<file path="config.mk">
export PLATFORM = sky130hd
export DESIGN_NAME = smram_guard
export DESIGN_NICKNAME = d
export VERILOG_FILES = /design/src/rtl/smg_pkg.sv /design/src/rtl/smg_ctl_regs.sv /design/src/rtl/smg_tseg_size.sv /design/src/rtl/smg_route.sv /design/src/rtl/smram_guard.sv
export SDC_FILE = /design/constraint.sdc
export NUM_CORES = 1
export LEC_CHECK = 0
export BUFFER_PORTS_ARGS = -buffer_cell sky130_fd_sc_hd__buf_2
export CORE_ASPECT_RATIO = 1.5
export CORE_MARGIN = 10
export CORE_UTILIZATION = 40
export CTS_CLUSTER_DIAMETER = 80
export DETAILED_ROUTE_END_ITERATION = 12
export PLACE_DENSITY = 0.84
export SLEW_MARGIN = 15
export SYNTH_ARGS = -nofsm -noshare
export SYNTH_HDL_FRONTEND = slang
export SYNTH_SLANG_ARGS = --single-unit
</file>
<file path="constraint.sdc">
create_clock -name clk -period 3.3 [get_ports clk]
set_input_delay 0.165 -clock clk [delete_from_list [all_inputs] [get_ports clk]]
set_output_delay 0.165 -clock clk [all_outputs]
set_load 0.05 [all_outputs]
</file>
<file path="src/rtl/smg_pkg.sv">
package smg_pkg;
   typedef enum logic [1:0] {
      RT_DRAM = 2'd0,
      RT_BUS  = 2'd1,
      RT_SINK = 2'd2,
      RT_PASS = 2'd3
   } route_e;

   // window-control bit positions
   localparam int B_OPEN = 6;
   localparam int B_LOCK = 4;
   localparam int B_GEN  = 3;
   // extended-control bit positions
   localparam int B_HRE  = 7;
   localparam int B_SZHI = 2;
   localparam int B_SZLO = 1;
   localparam int B_TEN  = 0;

   localparam logic [7:0] CTL_RST      = 8'h02;
   localparam logic [7:0] EXT_RST      = 8'h38;
   localparam logic [7:0] CTL_MASK     = 8'h58;
   localparam logic [7:0] EXT_MASK     = 8'h87;
   localparam logic [7:0] CTL_MASK_LCK = 8'h08;
   localparam logic [7:0] EXT_MASK_LCK = 8'h00;
endpackage

</file>
<file path="src/rtl/smg_ctl_regs.sv">
module smg_ctl_regs
   import smg_pkg::*;
(
   input  logic       clk,
   input  logic       rst_n,
   input  logic       cfg_we,
   input  logic       cfg_sel,
   input  logic [7:0] cfg_wdata,
   output logic [7:0] ctl_q,
   output logic [7:0] ext_q
);
   logic       locked;
   logic [7:0] ctl_mask, ext_mask, ctl_nxt, ext_nxt;

   assign locked   = ctl_q[B_LOCK];
   assign ctl_mask = locked ? CTL_MASK_LCK : CTL_MASK;
   assign ext_mask = locked ? EXT_MASK_LCK : EXT_MASK;

   always_comb begin
      ctl_nxt = ctl_q;
      ext_nxt = ext_q;
      if (cfg_we && !cfg_sel)
         ctl_nxt = (ctl_q & ~ctl_mask) | (cfg_wdata & ctl_mask);
      if (cfg_we && cfg_sel)
         ext_nxt = (ext_q & ~ext_mask) | (cfg_wdata & ext_mask);
      if (ctl_nxt[B_LOCK])
         ctl_nxt[B_OPEN] = 1'b0;
   end

   always_ff @(posedge clk) begin
      if (!rst_n) begin
         ctl_q <= CTL_RST;
         ext_q <= EXT_RST;
      end else begin
         ctl_q <= ctl_nxt;
         ext_q <= ext_nxt;
      end
   end


   lock_sticky_chk: assert property (@(posedge clk) disable iff (!rst_n)
      ctl_q[B_LOCK] |=> ctl_q[B_LOCK]);

   open_closed_chk: assert property (@(posedge clk) disable iff (!rst_n)
      ctl_q[B_LOCK] |-> !ctl_q[B_OPEN]);

   ext_frozen_chk: assert property (@(posedge clk) disable iff (!rst_n)
      ctl_q[B_LOCK] |=> $stable(ext_q));
endmodule

</file>
<file path="src/rtl/smg_tseg_size.sv">
module smg_tseg_size #(
   parameter int ADDR_W = 32
) (
   input  logic            ten,
   input  logic [1:0]      sz_code,
   output logic [ADDR_W:0] seg_bytes
);
   localparam logic [ADDR_W:0] ONE = {{ADDR_W{1'b0}}, 1'b1};

   always_comb begin
      seg_bytes = '0;
      if (ten) begin
         unique case (sz_code)
            2'd0:    seg_bytes = ONE << 20;
            2'd1:    seg_bytes = ONE << 21;
            2'd2:    seg_bytes = ONE << 23;
            default: seg_bytes = '0;
         endcase
      end
   end
endmodule

</file>
<file path="src/rtl/smg_route.sv">
module smg_route
   import smg_pkg::*;
#(
   parameter int              ADDR_W    = 32,
   parameter logic [ADDR_W:0] LEG_BASE  = 'h000A0000,
   parameter logic [ADDR_W:0] HI_BASE   = 'hFEDA0000,
   parameter logic [ADDR_W:0] WIN_BYTES = 'h00020000
) (
   input  logic              clk,
   input  logic              rst_n,
   input  logic [ADDR_W-1:0] addr,
   input  logic              smm,
   input  logic              open,
   input  logic              gen,
   input  logic              hre,
   input  logic [ADDR_W:0]   seg_bytes,
   input  logic [ADDR_W-1:0] mem_top,
   output route_e            route
);
   logic [ADDR_W:0] a_x, top_x, seg_lo;
   logic            in_leg, in_hi, in_seg;

   assign a_x    = {1'b0, addr};
   assign top_x  = {1'b0, mem_top};
   assign seg_lo = top_x - seg_bytes;
   assign in_leg = (a_x >= LEG_BASE) && (a_x < LEG_BASE + WIN_BYTES);
   assign in_hi  = (a_x >= HI_BASE) && (a_x < HI_BASE + WIN_BYTES);
   assign in_seg = (seg_bytes != '0) && (a_x >= seg_lo) && (a_x < top_x);

   always_comb begin
      route = RT_PASS;
      if (in_leg) begin
         if (smm && gen && !hre)  route = RT_DRAM;
         else if (open && !hre)   route = RT_DRAM;
         else                     route = RT_BUS;
      end else if (in_hi) begin
         if (smm && gen && hre)   route = RT_DRAM;
         else if (open && hre)    route = RT_DRAM;
      end else if (in_seg) begin
         route = smm ? RT_DRAM : RT_SINK;
      end
   end


   smm_no_sink_chk: assert property (@(posedge clk) disable iff (!rst_n)
      smm |-> route != RT_SINK);
endmodule

</file>
<file path="src/rtl/smram_guard.sv">
module smram_guard
   import smg_pkg::*;
#(
   parameter int              ADDR_W    = 32,
   parameter logic [ADDR_W:0] LEG_BASE  = 'h000A0000,
   parameter logic [ADDR_W:0] HI_BASE   = 'hFEDA0000,
   parameter logic [ADDR_W:0] WIN_BYTES = 'h00020000,
   parameter bit              REG_OUT   = 1'b1
) (
   input  logic              clk,
   input  logic              rst_n,
   input  logic              cfg_we,
   input  logic              cfg_sel,
   input  logic [7:0]        cfg_wdata,
   input  logic [ADDR_W-1:0] mem_top,
   input  logic              req_valid,
   input  logic [ADDR_W-1:0] req_addr,
   input  logic              req_smm,
   output logic              rsp_valid,
   output logic [1:0]        rsp_route,
   output logic [7:0]        smram_ctl,
   output logic [7:0]        ext_ctl
);
   localparam logic [ADDR_W:0] SPACE = {1'b1, {ADDR_W{1'b0}}};

   if (ADDR_W < 24 || ADDR_W > 32) begin : g_bad_width
      $error("smram_guard: ADDR_W must lie in 24..32");
   end
   if (WIN_BYTES == '0 || HI_BASE + WIN_BYTES > SPACE) begin : g_bad_window
      $error("smram_guard: window must be non-empty and inside the space");
   end

   logic [7:0]      ctl_q, ext_q;
   logic [ADDR_W:0] seg_bytes;
   route_e          route;

   smg_ctl_regs u_regs (
      .clk(clk), .rst_n(rst_n), .cfg_we(cfg_we), .cfg_sel(cfg_sel),
      .cfg_wdata(cfg_wdata), .ctl_q(ctl_q), .ext_q(ext_q)
   );

   smg_tseg_size #(.ADDR_W(ADDR_W)) u_size (
      .ten(ext_q[B_TEN]), .sz_code(ext_q[B_SZHI:B_SZLO]), .seg_bytes(seg_bytes)
   );

   smg_route #(
      .ADDR_W(ADDR_W), .LEG_BASE(LEG_BASE), .HI_BASE(HI_BASE), .WIN_BYTES(WIN_BYTES)
   ) u_route (
      .clk(clk), .rst_n(rst_n), .addr(req_addr), .smm(req_smm),
      .open(ctl_q[B_OPEN]), .gen(ctl_q[B_GEN]), .hre(ext_q[B_HRE]),
      .seg_bytes(seg_bytes), .mem_top(mem_top), .route(route)
   );

   if (REG_OUT) begin : g_reg_out
      always_ff @(posedge clk) begin
         if (!rst_n) begin
            rsp_valid <= 1'b0;
            rsp_route <= RT_PASS;
         end else begin
            rsp_valid <= req_valid;
            rsp_route <= route;
         end
      end

      rsp_follow_chk: assert property (@(posedge clk) disable iff (!rst_n)
         req_valid |=> rsp_valid);
   end else begin : g_comb_out
      assign rsp_valid = req_valid;
      assign rsp_route = route;
   end

   assign smram_ctl = ctl_q;
   assign ext_ctl   = ext_q;
endmodule

</file>
After elaboration in Yosys (flattened, before gate mapping)
Index checks and enable logic that the tools add are counted.
{"block": "totals", "ff_bits": 19, "out_inout_bits": 19, "inputBits": 78, "elab_cells": 53}
{"block": "classes", "n_lt_le_gt_ge": 6, "bitwise": 9, "n_eq_ne": 2, "muxes": 13, "reduce_logical": 16, "n_addsub": 1}
{"op": "case mux 24 bit (3 select lines)", "count": 1}
{"op": ">= comparator 32 x 33 -> 1 bit", "count": 1}
{"op": "2-to-1 mux 33 bit", "count": 1}
{"op": "nonzero test 33 bit", "count": 1}
{"op": "subtractor 32 x 33 -> 33 bit", "count": 1}
{"op": "bitwise AND 8 bit", "count": 4}
{"op": ">= comparator 32 x 20 -> 1 bit (second input constant)", "count": 1}
{"op": ">= comparator 32 bit (second input constant)", "count": 1}
{"op": "< comparator 32 x 20 -> 1 bit (second input constant)", "count": 1}
{"op": "< comparator 32 bit", "count": 1}
{"op": "< comparator 32 bit (second input constant)", "count": 1}
{"op": "NOT 8 bit", "count": 2}
{"op": "OR 8 bit", "count": 2}
{"op": "2-to-1 mux 2 bit", "count": 7}
{"op": "logical AND 1 bit", "count": 11}
{"op": "2-to-1 mux 8 bit", "count": 1}
{"op": "2-to-1 mux 7 bit", "count": 1}
{"op": "2-to-1 mux 5 bit", "count": 1}
{"op": "equality test 2 x 1 -> 1 bit (second input constant)", "count": 1}
{"op": "equality test 2 bit (second input constant)", "count": 1}
{"op": "logical NOT 1 bit", "count": 2}
{"op": "logical NOT 2 bit", "count": 1}
{"op": "OR reduction 2 bit", "count": 1}
{"op": "2-to-1 mux 1 bit", "count": 1}
{"op": "NOT 1 bit", "count": 1}

Depth between registers and ports, before layout
{"block": "depth", "word_depth": 10, "ltp_mapped": 16, "ltp_nobuf": 16}

Hierarchy
A second synthesis with hierarchy kept.
{"block": "unflattened", "hier_cells": 560, "hier_area_um2": 4111.4}
{"mod": "smg_route", "area_each_um2": 3420.8, "instances": 1, "cells_each": 480}
{"mod": "smg_ctl_regs", "area_each_um2": 352.8, "instances": 1, "cells_each": 40}
{"mod": "smg_tseg_size", "area_each_um2": 259.0, "instances": 1, "cells_each": 34}
{"mod": "smram_guard", "area_each_um2": 78.8, "instances": 1, "cells_each": 6}

Worst setup path before layout
OpenSTA, ideal clock, no wires.
{"block": "synth_timing", "kind": "reg2reg", "from": "register with a tool-made name", "to": "register rsp_route[1]", "synth_period_minus_slack_ns": 3.662, "t_arrival_ns": 3.542, "setup_time_ns": 0.120, "path_stages_with_launch": 17, "path_buffers": 0, "path_slack_ns": -0.362, "cell_sequence": "dfxtp_1 > nor3b_1 > ha_1 > inv_1 > fa_1 > o21ai_0 > nand2_1 > nor4_1 > xnor2_1 > ha_1 > nand4_1 > or3_1 > nor3_1 > o41a_1 > or4_1 > nand3_1 > or2_1"}
{"element": "end signal, assigned", "line_no": "smram_guard.sv:61", "source": "rsp_route <= route;"}
{"element": "end, declared", "line_no": "smram_guard.sv:20", "source": "output logic [1:0] rsp_route,"}

==> qor.yml <==
route:
  routed_wl_um: 6430
  wl_per_cell_um: 15.3
  drc: 0
  postRouteAntennaNets: 0
  dr_total_vias: 2237
  drt_pass1_iterations: 4
  dr.first_iter.drc_count: 92
  via_per_inst: 5.33
global_route:
  grt_max_degree: 10
  busiest_layer: "met2"
  grtUsageMet1: 0.138
  overflow: 0
  antenna_found_initial: 0
  use_met2: 0.294
  grt_pass1_vias: 2477
  grt_pass1_wl_um: 10500
  grt_usage: 0.149
  met3_usage: 0.0459
setup_path:
  crit_type: "flop to flop"
  start_kind: "flop"
  arrival_ns: 3.53
  end_kind: "flop"
  critical_path_required_ns: 3.42
  path_max_fanout: 3
timing:
  tns_ns: -0.176
  min_period_over_period: 1.03
  max_freq_ghz: 0.293
  fin_skew_ns: 0.00293
  layout_min_cycle_time_ns: 3.41
  drv_slew: 0
  worst_slack_ns: -0.113
  worst_pin_slew_ns: 0.657
  setup-violations-final: 2
  hold_viol: 0
  rsz0062_at_grt: "yes"
  relSlewSlack: 0.551
cells_and_area:
  final_cells: 420
  layout_commonest_cell: "buf_2"
  syn_to_final_growth_pct: 36.5
  regArea_um2: 209
  layout_common_cells: "buf_2, ha_1, inv_1"
  layout.nets: 481
  design_area_mm2: 0.00266
  multi_input_area_mm2: 0.00163
  antenna_cells: 0
  drive_gt1_frac: 0.376
  fillCellCount: 437
place:
  dp_hpwl_um: 5500
  place.gp.congestion: 0.868
  place_inst: 408
  port-buffer-count: 86
  place_area_mm2: 0.00248
outcome:
  status: "complete, but fails checks"
  violations: "negative setup slack"
synth:
  synth_sequential_area_ratio: 0.103
  synthesis.area_mm2: 0.00195
  synthCells: 254
  ys_ff_latch: 10
  synth_area_per_cell_um2: 7.67
  yosysWarnings: 0
  ys_types: 41
clocking:
  root_buffer: "clkbuf_8"
  cts.sinks: 10
  htree_num_levels: 1
  numCtsBuffers: 3
  clock_latency_ns: 0.23
  clk_pin_slew_ns: 0.05
  cts_tree: "yes"
  clk_path_buf_depth: 2
power_and_ir_drop:
  power_mw: 0.568
  p_per_area_mw_per_mm2: 214
  p_leak_nw: 1.39
  vdd_drop_max_v: 0.000104
job:
  maxCapViolations: 0
floorplanning:
  core-area_mm2: 0.00477
  ios: 97
  die_y_um: 106
  dieArea_mm2: 0.00812
  die_x_um: 77
  start_util: 0.409
  fp-row-count: 31
hold_path:
  hold_class: "primary input to flop"
## per-stage QoR
stage	util	setup WS, ns	hold slack (ns)
detailed placement	0.519	-0.189	0.379
global route	0.558	-0.219	0.163
global placement	0.519	-0.0455	0.375
CTS	0.544	-0.0970	0.141
floorplan	-	0.0278	0.287
finish	0.558	-0.113	0.142
## cells in the mapped netlist, drive strengths merged
cell type	instances	area share
a2111oi	1	0.0045
a211oi	3	0.014
a21boi	1	0.0039
a21o	5	0.020
a21oi	21	0.054
a311oi	1	0.0077
a31o	2	0.0090
and2	1	0.0032
and4	1	0.0045
buf	13	0.050
conb	2	0.0039
dfxtp	10	0.10
fa	1	0.010
ha	47	0.30
inv	38	0.073
mux2i	6	0.031
nand2	10	0.019
nand2b	2	0.0064
nand3	9	0.023
nand3b	3	0.012
nand4	13	0.042
nor2	12	0.023
nor2b	9	0.029
nor3	4	0.010
nor3b	2	0.0077
nor4	8	0.026
o2111ai	1	0.0045
o211ai	1	0.0039
o21a	2	0.0077
o21ai	8	0.021
o2bb2ai	1	0.0045
o31ai	2	0.0077
o41a	1	0.0058
or2	1	0.0032
or3	1	0.0032
or4	2	0.0077
xnor2	8	0.036
xor2	1	0.0045
## final timing paths
check | slack [ns] | depth (start not counted) | from | endpoint
min | 0.14 | 2 | req_valid | rsp_valid
min reg2reg | 0.47 | 1 | u_regs.ctl_q[4] | flop
max reg2reg | -0.11 | 17 | flop | rsp_route[1]
max | -0.11 | 17 | flop | rsp_route[1]
## worst max-delay path, stage by stage, from the launching register on
cell and delay [ns]:
dfxtp_4 0.34, nor3b_2 0.18, ha_2 0.20, inv_2 0.04, fa_2 0.35, o21ai_2 0.17
nand2_2 0.12, buf_6 0.16, nor2_4 0.10, xnor2_1 0.08, ha_1 0.32, nand3_2 0.10
or3_4 0.39, nor3_2 0.15, o41a_1 0.16, or4_4 0.12, nand3_2 0.08, or2_1 0.23
## power breakdown
group	switching, mW	total (mW)	internal (mW)
registers	0.00365	0.129	0.125
clock network	0.0448	0.129	0.0843
logic	0.178	0.310	0.132
## cell type report
| class | instances | area share |
|---|---|---|
| inverters | 38 | 0.0536 |
| well taps | 66 | 0.0310 |
| multi-input cells | 200 | 0.611 |
| clock buffers | 4 | 0.0169 |
| flip-flops and latches | 10 | 0.0786 |
| repair buffers | 102 | 0.208 |
## layer usage
metal,part of all wire,up-vias
met5,0,-
met4,0.034,0
met3,0.082,22
met2,0.53,108
met1,0.36,1013
li1,-,1094
## kinds of logic (layout without fill, tap and decap cells)
logic type | count (synthesis) | in the layout | synth area share
other cells | 2 | 9 | 0.00385
flops | 10 | 10 | 0.103
compound gates | 50 | 50 | 0.168
buf+inv | 51 | 144 | 0.123
simple gates | 78 | 78 | 0.220
mux | 6 | 6 | 0.0308
xor+xnor | 9 | 9 | 0.0404
fa+ha+maj | 48 | 48 | 0.312
## what timing repair did
action	CTS	global route
cloned	0	0
setup endpoints to repair	2	2
hold buffers	0	0
pin swaps	13	18
resized for setup	9	14
setup buffers	6	3
No activity file was read; power rests on OpenSTA's default activity.
